==> config.mk <==
export PLATFORM = sky130hd
export DESIGN_NAME = uart_front
export DESIGN_NICKNAME = d
export VERILOG_FILES = /design/src/rtl/uart_front_pkg.sv /design/src/rtl/uart_front_dpath.sv /design/src/rtl/uart_front_ctrl.sv /design/src/rtl/uart_front.sv
export SDC_FILE = /design/constraint.sdc
export NUM_CORES = 1
export LEC_CHECK = 0
export ABC_AREA = 1
export BUFFER_PORTS_ARGS = -buffer_cell sky130_fd_sc_hd__buf_2
export CAP_MARGIN = 20
export CORE_MARGIN = 5
export CORE_UTILIZATION = 47
export DETAILED_ROUTE_END_ITERATION = 10
export GPL_ROUTABILITY_DRIVEN = 1
export PLACE_DENSITY = 0.84
export SLEW_MARGIN = 10
export SYNTH_ARGS = -nofsm -noshare
export SYNTH_HDL_FRONTEND = slang
export SYNTH_SLANG_ARGS = --single-unit
==> constraint.sdc <==
create_clock -name clk -period 1.25 [get_ports clk]
set_clock_uncertainty 0.05 [all_clocks]
set_input_delay 0.125 -clock clk [delete_from_list [all_inputs] [get_ports clk]]
set_output_delay 0.125 -clock clk [all_outputs]
set_load 0.05 [all_outputs]
==> src/rtl/uart_front_pkg.sv <==
package uart_front_pkg;
  localparam int BYTE_W = 8;
  localparam int BUS_W  = 32;
  localparam int IDX_W  = 3;

  typedef enum logic [IDX_W-1:0] {
    IDX_DATA  = 3'd0,
    IDX_IEN   = 3'd1,
    IDX_IID   = 3'd2,
    IDX_LCTL  = 3'd3,
    IDX_MCTL  = 3'd4,
    IDX_LSTAT = 3'd5,
    IDX_MSTAT = 3'd6,
    IDX_DIV   = 3'd7
  } regIdx_e;

  typedef struct packed {
    logic    wrEn;
    logic    rdEn;
    regIdx_e idx;
  } regStrobe_t;

  localparam int STAT_RX_RDY  = 0;
  localparam int STAT_OVERRUN = 1;
  localparam int STAT_TX_EMPT = 5;
  localparam int IEN_RX       = 0;
  localparam int IEN_TX       = 1;
  localparam logic [BYTE_W-1:0] IID_TX = 8'h02;
  localparam logic [BYTE_W-1:0] IID_RX = 8'h04;
  localparam logic [BYTE_W-1:0] STAT_RESET = 8'h20;

  function automatic logic [BYTE_W-1:0] lenMask(input logic [1:0] sel);
    lenMask = BYTE_W'((1 << (5 + int'(sel))) - 1);
  endfunction
endpackage

==> src/rtl/uart_front_dpath.sv <==
module uart_front_dpath
  import uart_front_pkg::*;
(
  input  logic              clk,
  input  logic              rstN,
  input  regStrobe_t        strb,
  input  logic [BYTE_W-1:0] wByte,
  input  logic              rxValid,
  input  logic [BYTE_W-1:0] rxData,
  input  logic              txDone,
  output logic [BYTE_W-1:0] rdByte,
  output logic [BYTE_W-1:0] txByte,
  output logic              thrEmpty,
  output logic              ienTx,
  output logic              ienRx
);
  logic [BYTE_W-1:0] rbrQ, txQ, ienQ, iidQ, lctlQ, mctlQ, statQ, mstatQ, divQ;
  logic [BYTE_W-1:0] statD, iidD;
  logic wrData, wrIen, rdData;

  assign wrData = strb.wrEn && (strb.idx == IDX_DATA);
  assign wrIen  = strb.wrEn && (strb.idx == IDX_IEN);
  assign rdData = strb.rdEn && (strb.idx == IDX_DATA);

  always_comb begin
    statD = statQ;
    if (strb.wrEn && strb.idx == IDX_LSTAT) statD = wByte;
    if (wrData) statD[STAT_TX_EMPT] = 1'b0;
    if (rdData) statD[STAT_RX_RDY] = 1'b0;
    if (txDone) statD[STAT_TX_EMPT] = 1'b1;
    if (rxValid) begin
      statD[STAT_RX_RDY] = 1'b1;
      if (statQ[STAT_RX_RDY] && !rdData) statD[STAT_OVERRUN] = 1'b1;
    end
  end

  always_comb begin
    iidD = iidQ;
    if (strb.wrEn && strb.idx == IDX_IID) iidD = wByte;
    if (wrData) iidD[IEN_TX] = 1'b0;
    if (wrIen && wByte[IEN_TX] && statQ[STAT_TX_EMPT]) iidD = iidD | IID_TX;
    if (txDone) iidD = IID_TX;
    if (rxValid) iidD = IID_RX;
  end

  always_ff @(posedge clk) begin
    if (!rstN) begin
      rbrQ <= '0; txQ <= '0; ienQ <= '0; iidQ <= '0; lctlQ <= '0;
      mctlQ <= '0; statQ <= STAT_RESET; mstatQ <= '0; divQ <= '0;
    end else begin
      statQ <= statD;
      iidQ  <= iidD;
      if (rxValid) rbrQ <= rxData;
      if (wrData) txQ <= wByte & lenMask(lctlQ[1:0]);
      if (strb.wrEn) begin
        case (strb.idx)
          IDX_IEN:   ienQ   <= wByte;
          IDX_LCTL:  lctlQ  <= wByte;
          IDX_MCTL:  mctlQ  <= wByte;
          IDX_MSTAT: mstatQ <= wByte;
          IDX_DIV:   divQ   <= wByte;
          default:   ;
        endcase
      end
    end
  end

  always_comb begin
    case (strb.idx)
      IDX_DATA:  rdByte = rbrQ;
      IDX_IEN:   rdByte = ienQ;
      IDX_IID:   rdByte = iidQ;
      IDX_LCTL:  rdByte = lctlQ;
      IDX_MCTL:  rdByte = mctlQ;
      IDX_LSTAT: rdByte = statQ;
      IDX_MSTAT: rdByte = mstatQ;
      default:   rdByte = divQ;
    endcase
  end

  assign txByte   = txQ;
  assign thrEmpty = statQ[STAT_TX_EMPT];
  assign ienTx    = ienQ[IEN_TX];
  assign ienRx    = ienQ[IEN_RX];

  AST_THR_BUSY: assert property (@(posedge clk) disable iff (!rstN)
    wrData && !txDone |=> !statQ[STAT_TX_EMPT]);
  AST_RX_SET: assert property (@(posedge clk) disable iff (!rstN)
    rxValid |=> statQ[STAT_RX_RDY] && iidQ == IID_RX && rbrQ == $past(rxData));
  AST_RBR_CLR: assert property (@(posedge clk) disable iff (!rstN)
    rdData && !rxValid |=> !statQ[STAT_RX_RDY]);
  AST_OVR_STICKY: assert property (@(posedge clk) disable iff (!rstN)
    statQ[STAT_OVERRUN] && !(strb.wrEn && strb.idx == IDX_LSTAT) |=> statQ[STAT_OVERRUN]);
endmodule

==> src/rtl/uart_front_ctrl.sv <==
module uart_front_ctrl
  import uart_front_pkg::*;
#(
  parameter int ADDR_W = 8
) (
  input  logic              clk,
  input  logic              rstN,
  input  logic              busSel,
  input  logic              busWrite,
  input  logic [ADDR_W-1:0] busAddr,
  input  logic [3:0]        busByteEn,
  input  logic [BYTE_W-1:0] wByte,
  input  logic [BYTE_W-1:0] rdByte,
  input  logic              thrEmpty,
  input  logic              ienTx,
  input  logic              ienRx,
  input  logic              txReady,
  input  logic              txDone,
  input  logic              rxValid,
  output regStrobe_t        strb,
  output logic [BUS_W-1:0]  busRData,
  output logic              busErr,
  output logic              errFlag,
  output logic              txValid,
  output logic              irq
);
  localparam int LAST_OFF = ((1 << IDX_W) - 1) * 4;

  logic mapped, legal, wrData, wrIen, irqD;

  assign mapped = (busAddr <= ADDR_W'(LAST_OFF)) && (busAddr[1:0] == 2'b00);
  assign legal  = busSel && mapped && (busByteEn == 4'hF);
  assign busErr = busSel && !legal;

  assign strb.wrEn = legal && busWrite;
  assign strb.rdEn = legal && !busWrite;
  assign strb.idx  = regIdx_e'(busAddr[IDX_W+1:2]);

  assign busRData = strb.rdEn ? BUS_W'(rdByte) : '0;

  assign wrData = strb.wrEn && (strb.idx == IDX_DATA);
  assign wrIen  = strb.wrEn && (strb.idx == IDX_IEN);

  always_comb begin
    irqD = irq;
    if (wrIen) begin
      if (!wByte[IEN_TX]) irqD = 1'b0;
      else if (thrEmpty)  irqD = 1'b1;
    end
    if (txDone && ienTx)  irqD = 1'b1;
    if (rxValid && ienRx) irqD = 1'b1;
  end

  always_ff @(posedge clk) begin
    if (!rstN) begin
      errFlag <= 1'b0;
      txValid <= 1'b0;
      irq     <= 1'b0;
    end else begin
      irq <= irqD;
      if (busErr) errFlag <= 1'b1;
      if (wrData) txValid <= 1'b1;
      else if (txReady) txValid <= 1'b0;
    end
  end

  AST_TX_HOLD: assert property (@(posedge clk) disable iff (!rstN)
    txValid && !txReady |=> txValid);
  AST_ERR_STICKY: assert property (@(posedge clk) disable iff (!rstN)
    errFlag |=> errFlag);
  AST_ERR_QUIET: assert property (@(posedge clk) disable iff (!rstN)
    busErr |-> busRData == '0);
  AST_IRQ_CAUSE: assert property (@(posedge clk) disable iff (!rstN)
    $rose(irq) |-> $past(txDone || rxValid || wrIen));
endmodule

==> src/rtl/uart_front.sv <==
module uart_front
  import uart_front_pkg::*;
#(
  parameter int ADDR_W = 8
) (
  input  logic              clk,
  input  logic              rstN,
  input  logic              busSel,
  input  logic              busWrite,
  input  logic [ADDR_W-1:0] busAddr,
  input  logic [3:0]        busByteEn,
  input  logic [31:0]       busWData,
  output logic [31:0]       busRData,
  output logic              busErr,
  output logic              errFlag,
  output logic              txValid,
  input  logic              txReady,
  output logic [7:0]        txData,
  input  logic              txDone,
  input  logic              rxValid,
  input  logic [7:0]        rxData,
  output logic              irq
);
  regStrobe_t        strb;
  logic [BYTE_W-1:0] rdByte;
  logic              thrEmpty, ienTx, ienRx;
  logic              unusedHighBits;

  assign unusedHighBits = ^busWData[BUS_W-1:BYTE_W];

  uart_front_ctrl #(.ADDR_W(ADDR_W)) ctrl_i (
    .clk(clk), .rstN(rstN), .busSel(busSel), .busWrite(busWrite),
    .busAddr(busAddr), .busByteEn(busByteEn), .wByte(busWData[BYTE_W-1:0]),
    .rdByte(rdByte), .thrEmpty(thrEmpty), .ienTx(ienTx), .ienRx(ienRx),
    .txReady(txReady), .txDone(txDone), .rxValid(rxValid), .strb(strb),
    .busRData(busRData), .busErr(busErr), .errFlag(errFlag),
    .txValid(txValid), .irq(irq)
  );

  uart_front_dpath dpath_i (
    .clk(clk), .rstN(rstN), .strb(strb), .wByte(busWData[BYTE_W-1:0]),
    .rxValid(rxValid), .rxData(rxData), .txDone(txDone), .rdByte(rdByte),
    .txByte(txData), .thrEmpty(thrEmpty), .ienTx(ienTx), .ienRx(ienRx)
  );
endmodule

* Word-level counts from Yosys, hierarchy flattened *
Index checks and enable logic that the tools add are counted.

cells by class
  equality and inequality tests = 9
  add/sub/neg operators = 2
  reduce and logical (&&, ||, !) cells = 35
  order comparisons = 1
  divide/modulo/power cells = 0
  bitwise operators = 2
  shift operators = 1
  $mul = 0
  multiplexer cells = 19

operators with widths
  cell                                                 number
  case mux 8 bit (7 select lines)                      1
  << shifter 1 x 32 -> 8 bit, first input constant     1
  logical AND 1 bit                                    16
  two-way mux 8 bit                                    2
  == test 3 bit, second input constant                 4
  AND reduction 2 bit                                  6
  two-way mux 1 bit                                    11
  AND 8 bit                                            1
  <= comparator 8 x 5 -> 1 bit, second input constant  1
  subtractor 8 x 2 -> 8 bit, second input constant     1
  == test 3 x 2 -> 1 bit, second input constant        2
  two-way mux 3 bit                                    2
  two-way mux 6 bit                                    1
  nonzero test 3 bit                                   2
  adder 3 x 2 -> 4 bit, first input constant           1
  == test 4 bit, second input constant                 1
  two-way mux 2 bit                                    2
  != test 4 x 1 -> 1 bit, second input constant        1
  nonzero test 2 bit                                   2
  nonzero test 4 bit                                   1
  OR reduction 2 bit                                   2
  == test 3 x 1 -> 1 bit, second input constant        1
  zero test 1 bit                                      3
  zero test 3 bit                                      1
  other kinds (3)                                      3

word-level totals
  output and inout bits = 44
  memory bits (writable) = 0
  logic and storage cells = 86
  register bits = 75
  bits in latches = 0
  memories kept = 0
  memory bits (read-only) = 0

* Longest topological paths before layout *
Gate-level depths: netlist (run 1).

  depth after elaboration = 11
  gate-level depth with buffers = 10
  depth with buffers taken out = 9

* Cells and area by module *
Synthesis (run 1) repeated with hierarchy kept, for this count alone.

unflattened totals
  cell total of the unflattened synthesis = 527
  area total of the unflattened synthesis = 3752.3 µm²

modules (own cells, without submodules)
  module            seq. area each (µm²)  area each (µm²)  instances  cells each
  uart_front_dpath  1441.4                3200.6           1          443
  uart_front_ctrl   60.1                  551.8            1          84

* Worst setup path after synthesis (run 1) *
No wires, ideal clock.

  kind = input to output
  start point = in busAddr[0]
  end point = out busRData[1]
  arrival time = 1.733 ns
  path buffers = 0
  stages on the path = 5
  slack = -0.658 ns
  required time = 1.075 ns
  path through = nor2_1 -> nand3_2 -> nor3_1 -> o21ai_0 -> a31oi_1

between the ends
  cells in the longest elaborated chain, start to end = 6

RTL lines
  element                                                                 RTL line               RTL
  start, declared                                                         uart_front.sv:10       input logic [ADDR_W-1:0] busAddr,
  <= comparator 8 x 5 -> 1 bit / zero test 2 bit (equally long branches)  uart_front_ctrl.sv:31  assign mapped = (busAddr <= ADDR_W'(LAST_OFF)) && (busAddr[1:0] == 2'b00);
  logical AND 1 bit (*)                                                   uart_front_ctrl.sv:31
  logical AND 1 bit (*) (2 in series)                                     uart_front_ctrl.sv:32  assign legal = busSel && mapped && (busByteEn == 4'hF);
  logical AND 1 bit (*)                                                   uart_front_ctrl.sv:36  assign strb.rdEn = legal && !busWrite;
  two-way mux 8 bit (*)                                                   uart_front_ctrl.sv:39  assign busRData = strb.rdEn ? BUS_W'(rdByte) : '0;
  end, declared                                                           uart_front.sv:13       output logic [31:0] busRData,

Mark *: on every way between the ends. The rest lies on a longest branch, timed or not.

* Final worst setup path (run 1) *
  start point = reg dpath_i.lctlQ[4]
  end point = out busRData[4]

between the ends
  cells in the longest elaborated chain, start to end = 2

RTL lines
  element                          RTL line                RTL
  start, declared                  uart_front_dpath.sv:17  logic [BYTE_W-1:0] rbrQ, txQ, ienQ, iidQ, lctlQ, mctlQ, statQ, mstatQ, divQ;
  start signal, assigned           uart_front_dpath.sv:58  IDX_LCTL: lctlQ <= wByte;
  case mux 8 bit (7 select lines)  uart_front_dpath.sv:69  case (strb.idx)
  two-way mux 8 bit                uart_front_ctrl.sv:39

Every way passes these cells.

==> results of run 1 <==
[worst min path at each step]
stage | from | end | slack, ns | cells after the start
finish | rstN | dpath_i.rbrQ[5]$_SDFFE_PN0P_ | 0.02 | 3
detailed placement | rxData[5] | dpath_i.rbrQ[5]$_SDFFE_PN0P_ | 0.28 | 3
CTS | rxValid | dpath_i.iidQ[2]$_SDFFE_PN0P_ | 0.03 | 3
global route | rstN | dpath_i.rbrQ[5]$_SDFFE_PN0P_ | 0.04 | 3
floorplan | rstN | dpath_i.statQ[0]$_SDFFE_PN0P_ | 0.17 | 2
global placement | rxData[5] | dpath_i.rbrQ[5]$_SDFFE_PN0P_ | 0.27 | 3
[power by group]
part	switching [W]	total, W	leakage [nW]	internal (W)
Combinational	0.000575	0.000779	1.51	0.000204
Clock	0.000998	0.00211	0.106	0.00111
Sequential	0.0000165	0.00243	0.611	0.00241
Total	0.00159	0.00532	2.23	0.00373
[repair_timing]
action / 4_1_cts / 5_1_grt
pin swaps: 17 / 36
cloned: 1 / 7
endpoints found under the setup margin: 13 / 66
resized for setup: 73 / 148
hold buffers: 10 / 0
setup buffers: 4 / 20
endpoints found under the hold margin: 10 / 0
[metrics by stage]
stage / total power, W / hold slack [ns] / instances / TNS [ns]
detailed placement: 0.00307 / 0.282 / 683 / -22.61
global route: 0.00541 / 0.0414 / 731 / -6.86
global placement: 0.00305 / 0.270 / 683 / -19.76
CTS: 0.00507 / 0.0252 / 707 / -2.01
floorplan: 0.00292 / 0.173 / 521 / -0.692
finish: 0.00532 / 0.0240 / 731 / -4.57
[worst max-delay path, delay by kind of cell, from the launching register on]
| kind | cells | cell delay [ns] |
|---|---|---|
| AND/OR/NAND/NOR | 1 | 0.10 |
| buffers and inverters | 2 | 0.29 |
| flip-flops | 1 | 0.36 |
| AO/OA/AOI/OAI | 2 | 0.36 |
[per-layer routing]
metal / part of all wire [%] / routed length [µm] / GRT usage (%)
met5: 0 / 0 / 0
met4: 8.7 / 1480 / 12.4
met3: 12 / 2120 / 5.54
met2: 45 / 7710 / 42.7
met1: 33 / 5670 / 28.2
[cell families after synthesis]
logic type      count (synthesis)  share of synthesized area [%]
buf+inv                       118                           16.0
other cells                     2                          0.201
compound gates                130                           22.7
flops                          75                           40.1
simple gates                  171                           20.6
fa+ha+maj                       1                          0.334
[layout make-up]
class / count / area (µm²)
multi-input combinational: 332 / 2640
fill: 400 / 1720
sequential: 75 / 1510
timing repair buffer: 141 / 1250
inverter: 66 / 268
clock buffer: 10 / 128
tap: 102 / 128
clock inverter: 5 / 78.8
[sequential cells by signal, indices dropped and copies added, names as in the netlist, named ones only]
register,cells
dpath_i.statQ,8
dpath_i.ienQ,8
ctrl_i.errFlag,1
ctrl_i.txValid,1
ctrl_i.irq,1
dpath_i.mstatQ,8
dpath_i.rbrQ,8
dpath_i.lctlQ,8
dpath_i.iidQ,7
dpath_i.mctlQ,8
dpath_i.txByte,8
dpath_i.divQ,8
[cells in the final DEF (no fill, tap or decap), types with 13 or more instances in the layout]
cell	Yosys	layout
a21oi_2	0	18
nand2_1	68	44
dfxtp_1	75	67
buf_4	24	52
a211oi_2	19	26
nor2_4	0	19
nor2_2	2	13
inv_2	7	21
nor2_1	49	19
buf_2	6	39
buf_6	8	23
conb_1	2	26
nand3_1	37	29
a21oi_1	51	28
o21ai_0	27	14
nand2_2	2	16
inv_1	58	40
==> metrics.md, run 1 <==
| Metric | Value |
|---|---|
| Initial antenna violation count | 0 |
| Crit path kind | reg2out |
| Fin area | 6000 µm² |
| Failing checks | setup timing |
| Most frequent cells after synthesis | 75 x dfxtp_1, 68 x nand2_1, 58 x inv_1, 51 x a21oi_1, 49 x nor2_1 |
| Synth Flop Type | dfxtp_1 |
| Routed WL | between 15000 and 20000 µm |
| Flops & latches, synth | 75 |
| GPL Wtd Cong | about 0.93 |
| Setup violators final | 49 |
| Clock-pin slew on the worst setup and hold paths | 0.09 ns |
| Num rows | 32 |
| Final ANT Viol Nets | 0 |
| Critical-path maximum fanout | 2 |
| Die width | 99.3 µm |
| FF-to-FF setup slack | 0.10 ns |
| CP arrival | 1.47 ns |
| First-pass GRT wire length | 19400 µm |
| Area grow syn2layout | 60.3% |
| Critical Path Slowest Stage Cell | dfxtp_1 |
| Fraction of layout cells with a size suffix above 1 | between 50% and 60% |
| Syn Area/Cell | 7.53 µm² |
| Post-Syn Instances | 497 |
| Sink Count | between 70 and 80 |
| Tcrit/Tclk final | 132% |
| CTS Root Cell | clkbuf_8 |
| Peak Freq | around 610 MHz |
| Synth top area share | 40.1% |
| Crit path capture | busRData[4] |
| Fin crit period | 1.64 ns |
| Unrepaired setup endpoints after global routing | yes |
| Leak | roughly 2.2 nW |
| Die area | 9850 µm² |
| Number of global-route vias before repair | between 3000 and 4000 |
| Max H-tree Level | 3 |
| Final worst slack | -0.394 ns |
| Clock Latency Late Sink | between 0.3 and 0.4 ns |
| CP Launch Type | register |
| I/O Buffers | 54 |
| Top cells by area, synth | dfxtp_1 40%, a21oi_1 6.8%, nand2_1 6.8% |
| Ys async rst share | 0% |
| Worst-path cell chain | inv_1 > o22ai_2 > nor2_2 > a21oi_4 > buf_6 |
| CTS max path bufs | 2 |
| Max Slew Vio Count | 0 |
| Max VDD drop | 0.673 mV |
| P per Cell Area | approximately 890 nW/µm² |
| DP Worst Slack | -0.393 ns |
| Worst setup path start | dpath_i.lctlQ[4]$_SDFFE_PN0P_ |
| # DRC | 0 |
| Worst Setup End Kind | output port |
| Final hold violation count | 0 |
| GRT Total Usage | 24.6% |
| Max Cap Viol | 0 |
| CTS tree | done |
| Nets | 685 |
| Core Area | 7730 µm² |
| DR vias | 4579 |
| Worst flop-to-flop path startpoint | dpath_i.ienQ[1]$_SDFFE_PN0P_ |
| 1st-pass router iterations | 6 |
| Worst Reg-to-Reg Cells | 7 |
| Antenna diodes | 0 |
| Critical Path Max Stage Delay | 0.36 ns |
| Final Util | 77.7% |
| Sequential fraction of the synthesis area | 40.1% |
| Wire per inst | 23.2 µm |
| Cell taking the most area after synthesis | dfxtp_1 |
| Pin count of the biggest net entering global routing | 45 |
| Boundary Pins | 103 |
| Number of DRC violations after detailed-routing iteration 0 | 551 |
| Hpwl dp | 8350 µm |
| Die height | 99.3 µm |
| Post-Syn Area | 3740 µm² |
| Total gr overflow | 0 |
| Most common cell in the synthesized netlist | dfxtp_1 |
| Yosys warning count | 0 |
| Unique cell type count in the Yosys netlist | 30 |
| HP Class | in2reg |
| Initial Utilization | slightly below 50% |
| Num CTS Buffers | 9 |
| Req. time, crit path | ~1.1 ns |
| Status | complete, but fails checks |
| FF-to-FF End | ctrl_i.irq$_SDFFE_PN0P_ |
| EDFF count, synth | 0 |
| Vias per inst | approximately 6.3 |
| Area post-placement | 4620 µm² |
Note: power is estimated with default switching activity, not from simulation.
==> run 2, diff against run 1 <==
- CORE_UTILIZATION: 47 -> 35
- HOLD_SLACK_MARGIN: default -> 0.05
- PLACE_DENSITY: 0.84 -> default
- PLACE_DENSITY_LB_ADDON: default -> 0.15
==> metrics.md, run 2 (same netlist as run 1, synthesis figures left out) <==
| Metric | Value |
|---|---|
| Power, Total | between 0.005 and 0.006 W |
| # DRC | 0 |
| Final hold violation count | 0 |
| Status | complete, but fails checks |
| CTS tree | done |
| Total gr overflow | 0 |
| Routed WL | ~11000 µm |
| FF-to-FF setup slack | 0.28 ns |
| GPL Wtd Cong | between 0.8 and 0.9 |
| 1st-pass router iterations | 4 |
| Layout Cells excl Fill | 747 |
| Vias per inst | 4.79 |
| Crit path kind | in2out |
| Most common cell after layout, fill and taps aside | dfxtp_1 |
| Num rows | 37 |
| Core Area | 10400 µm² |
| Failing checks | setup timing |
| Clock Latency Late Sink | 0.35 ns |
| Pin count of the biggest net entering global routing | 38 |
| Die height | 113 µm |
| Wire per inst | approximately 15 µm |
| Worst flop-to-flop path startpoint | dpath_i.statQ[5]$_SDFFE_PP1P_ |
| Most used cell, CP | buf_4 |
| Die width | 113 µm |
| Number of global-route vias before repair | 3513 |
| Worst setup path start | busAddr[4] |
| Leak | 2.09 nW |
| Worst Hold Margin | around 0.029 ns |
| HP Class | in2reg |
| Critical Path Max Stage Delay | 0.33 ns |
| Num CTS Buffers | 9 |
| Unrepaired setup endpoints after global routing | yes |
| Critical-path maximum fanout | 8 |
| Hpwl dp | 8460 µm |
| Filler cell count | 1032 |
| Crit path capture | busRData[0] |
| Critical Path Slowest Stage Cell | o21ai_0 |
| Fraction of layout cells with a size suffix above 1 | approximately two fifths |
| Routed wl met2 | 5520 µm |
| Tcrit/Tclk final | 122% |
| FF-to-FF End | ctrl_i.irq$_SDFFE_PN0P_ |
| Max layer used | met4 |
| Max H-tree Level | 3 |
| Max Slew Vio Count | 0 |
| Sink Count | between 70 and 80 |
| Placed insts | 721 |
| Final worst slack | -0.278 ns |
| GRT Total Usage | 17.7% |
| Fin area | around 5200 µm² |
| Req. time, crit path | 1.08 ns |
| Max Cap Viol | 0 |
| Worst-path cell chain | buf_2 > inv_2 > buf_4 > nor2_2 > inv_1 > buf_4 > o21ai_0 > a21oi_4 > buf_6 |
| Number of DRC violations after detailed-routing iteration 0 | 137 |
| Final ANT Viol Nets | 0 |
| Area grow syn2layout | 39.6% |
| CP Launch Type | input pin |
| Setup violators final | 9 |
| Fin crit period | roughly 1.5 ns |
| CP arrival | around 1.4 ns |
| Most frequent cells in the layout | 71 x dfxtp_1, 64 x nand2_1, 54 x buf_4, 46 x inv_1, 46 x buf_2 |
| First-pass GRT wire length | 18100 µm |
| Initial antenna violation count | 0 |
| WL met1 | 4920 µm |
| CTS Root Cell | clkbuf_8 |
| DP Worst Slack | -0.408 ns |
| Clock-pin slew on the worst setup and hold paths | 0.07 ns |
| CTS max path bufs | 2 |
| Worst Setup End Kind | output port |
| DR WL met3 | 589 µm |
| Die area | roughly 13000 µm² |
| Nets | about 670 |
| DR vias | about 3600 |
| I/O Buffers | 54 |
| Antenna diodes | 0 |
| Peak Freq | between 600 and 700 MHz |
| Area post-placement | 4690 µm² |
| Initial Utilization | 36.1% |
| Worst Reg-to-Reg Cells | 5 |
| P per Cell Area | 1010 nW/µm² |
| Boundary Pins | 103 |
| Max VDD drop | about 0.45 mV |
## run 2: cell count changes in the layout (fill, tap and decap cells not counted), sizes merged
| cell | previous run | this run |
|---|---|---|
| buf | 126 | 114 |
| bufinv | 2 | 3 |
| clkbuf | 15 | 11 |
| clkinvlp | 0 | 1 |
| nand2 | 77 | 73 |
| clkinv | 4 | 2 |
| dlygate4sd3 | 10 | 12 |
## run 2: how the worst min path moves through the flow
stage,endpoint,slack [ns],from,cells after the start
3_3_place_gp,dpath_i.rbrQ[5]$_SDFFE_PN0P_,0.27,rxData[5],3
6_report,dpath_i.rbrQ[5]$_SDFFE_PN0P_,0.03,rstN,3
5_1_grt,dpath_i.rbrQ[5]$_SDFFE_PN0P_,0.06,rstN,3
2_1_floorplan,dpath_i.statQ[0]$_SDFFE_PN0P_,0.17,rstN,2
4_1_cts,dpath_i.statQ[1]$_SDFF_PN0_,0.06,busWData[1],3
3_5_place_dp,dpath_i.rbrQ[5]$_SDFFE_PN0P_,0.27,rxData[5],3
## run 2: timing repair
action                                 CTS  global route
setup buffers                            1             2
setup endpoints to repair                8            26
endpoints found under the hold margin   12             0
hold buffers                            13             0
gates cloned                             0             1
gates resized for setup                 45            21
pin swaps                               18             8
## run 2: metrics by stage
stage                     TNS (ns)  utilization, %
after floorplan             -0.692               -
after global placement      -16.17            45.2
after detailed placement    -17.99            45.2
after CTS                    -2.20            49.5
after global routing         -2.95            50.4
final                        -2.00            50.4
## run 2: critical path: cells and delay by family
family	cells	cell delay, ns
compound gates	2	0.38
buf+inv	6	0.72
simple gates	1	0.13
## run 2: layout make-up
class | count | area (µm²) | share of cell area [%]
multi-input cells | 328 | 2090 | 40.0
clock buffers | 10 | 128 | 2.44
inverters | 66 | 250 | 4.79
flip-flops and latches | 75 | 1510 | 28.8
well taps | 136 | 170 | 3.25
clock inverters | 5 | 103 | 1.96
repair buffers | 127 | 982 | 18.8
## run 2: per-layer routing
metal  track usage, %  vias up
met2             30.9       80
met3             2.86       11
met1             22.6     1669
li1                 -     1820
met4             5.21        0
met5                0        -
## run 2: where the power goes
part / internal (W) / switching [W]
registers: 0.00241 / 0.0000126
logic: 0.000177 / 0.000467
clock network: 0.00131 / 0.000894
==> run 3, diff against run 2 <==
- SLEW_MARGIN: 10 -> 20
- clock period: 1.25 -> 1.5 ns (I/O delays scaled with it)
==> metrics.md, run 3 (same netlist as run 1, synthesis figures left out) <==
| Metric | Value |
|---|---|
| Hold Crit Depth | 5 |
| Die area | 12900 µm² |
| Hpwl dp | approximately 7900 µm |
| Clock share of power | 39.0% |
| Most common cell after layout, fill and taps aside | nand2_1 |
| Leak | 2.02 nW |
| Status | complete, but fails checks |
| Max H-tree Level | 3 |
| Layout Cells excl Fill | 729 |
| DR vias | 3526 |
| Final worst slack | -0.0251 ns |
| CTS tree | done |
| Nets | 648 |
| I/O Buffers | 54 |
| Flop pwr share | a little under half |
| Num CTS Buffers | 9 |
| Critical-path maximum fanout | 5 |
| Clock Latency Late Sink | between 0.3 and 0.4 ns |
| Fraction of layout cells with a size suffix above 1 | 40.6% |
| Worst Hold Margin | 0.113 ns |
| Worst Setup End Kind | output port |
| Wire per inst | between 15 and 20 µm |
| Area grow syn2layout | 40.3% |
| CTS Root Cell | clkbuf_8 |
| GRT Total Usage | 17.9% |
| Initial Utilization | 36.1% |
| Peak Freq | 656 MHz |
| Failing checks | setup timing |
| Unrepaired setup endpoints after global routing | yes |
| 1st-pass router iterations | 4 |
| Final hold violation count | 0 |
| CP arrival | about 1.3 ns |
| First-pass GRT wire length | between 15000 and 20000 µm |
| HP Class | in2reg |
| DP Worst Slack | -0.207 ns |
| Pin count of the biggest net entering global routing | 26 |
| Tcrit/Tclk final | 102% |
| Req. time, crit path | 1.30 ns |
| Boundary Pins | 103 |
| Crit path kind | in2out |
| Sw Share | 27.5% |
| P per Cell Area | 810 nW/µm² |
| Sw power | 0.00117 W |
| Core Area | approximately 10000 µm² |
| Antenna diodes | 0 |
| Vias per inst | 4.84 |
| Worst Reg-to-Reg Cells | 3 |
| Max VDD drop | 0.413 mV |
| Initial antenna violation count | 0 |
| # DRC | 0 |
| Max Slew Vio Count | 0 |
| Internal power | 0.00309 W |
| Most frequent cells in the layout | 65 x nand2_1, 63 x dfxtp_1, 43 x buf_2, 40 x nor2_1, 39 x inv_1 |
| Fin crit period | roughly 1.5 ns |
| Die height | roughly 110 µm |
| Total gr overflow | 0 |
| Clock-pin slew on the worst setup and hold paths | 0.08 ns |
| Final Util | between 50% and 60% |
| Setup violators final | 7 |
| Routed WL | 11200 µm |
| Number of global-route vias before repair | between 3000 and 4000 |
| CTS max path bufs | 2 |
| CP Launch Type | input pin |
| Number of DRC violations after detailed-routing iteration 0 | 190 |
| Area post-placement | about 4400 µm² |
| Gate power share | 13.5% |
| Sink Count | 75 |
| Final ANT Viol Nets | 0 |
| Max Cap Viol | 0 |
| GPL Wtd Cong | 0.838 |
| Num rows | 37 |
| Fin area | 5250 µm² |
| Placed insts | 696 |
| Die width | 113 µm |
## run 3: changes by cell type in the layout (fill, tap and decap cells not counted), sizes merged
| cell | previous run | this run |
|---|---|---|
| clkinvlp | 1 | 2 |
| bufinv | 3 | 1 |
| clkbuf | 11 | 13 |
| clkinv | 2 | 1 |
| dlygate4sd3 | 12 | 13 |
| buf | 114 | 95 |
## run 3: final cells by class
| cell class | instances | area (µm²) |
|---|---|---|
| Fill cell | 1005 | 5120 |
| Multi-Input combinational cell | 328 | 2220 |
| Sequential cell | 75 | 1520 |
| Timing Repair Buffer | 108 | 883 |
| Inverter | 66 | 250 |
| Tap cell | 136 | 170 |
| Clock buffer | 13 | 169 |
| Clock inverter | 3 | 45.0 |
## run 3: metrics by stage
step / total power (W) / setup TNS, ns
2_1_floorplan: 0.00242 / 0
3_3_place_gp: 0.00254 / -5.15
3_5_place_dp: 0.00254 / -7.48
4_1_cts: 0.00427 / -0.120
5_1_grt: 0.00445 / -0.545
6_report: 0.00426 / -0.0737
## run 3: repair_timing
item                                    CTS  global route
pin swaps                                28            13
endpoints found under the hold margin    12             0
resized for setup                       119            28
buffers inserted                          5             2
hold buffers                             13             0
endpoints found under the setup margin    8             8
## run 3: path summary, 6_finish.rpt
path / slack [ns] / to / start
setup / recovery: -0.03 / busRData[2] / busAddr[4]
setup reg to reg: 0.30 / dpath_i.rbrQ[5]$_SDFFE_PN0P_ / dpath_i.rbrQ[5]$_SDFFE_PN0P_
hold reg to reg: 0.41 / dpath_i.txByte[1]$_SDFFE_PN0P_ / dpath_i.txByte[1]$_SDFFE_PN0P_
hold / removal: 0.11 / dpath_i.statQ[0]$_SDFFE_PN0P_ / rxValid
## run 3: metal layers
| metal | part of all wire (%) | global-route usage [%] | routed length, µm | vias to the layer above |
|---|---|---|---|---|
| met5 | 0 | 0 | 0 | - |
| li1 | - | - | - | 1776 |
| met2 | 47 | 28.4 | 5260 | 100 |
| met3 | 5.7 | 4.93 | 635 | 22 |
| met1 | 45 | 23.6 | 5030 | 1628 |
| met4 | 2.4 | 6.17 | 269 | 0 |
## run 3: worst max-delay path: stages
cell and delay, ns:
buf_2 0.14, inv_4 0.11, nand3_2 0.17, buf_4 0.23, o22ai_2 0.14, a211oi_4 0.06, a21oi_4 0.16, buf_6 0.17
## run 3: power by group through the flow
stage	sequential (W)	clock, W	combinational [W]
after floorplan	0.00207	0	0.000349
after global placement	0.00207	0	0.000472
after detailed placement	0.00207	0	0.000473
after CTS	0.00202	0.00170	0.000545
after global routing	0.00203	0.00181	0.000617
final	0.00202	0.00166	0.000575
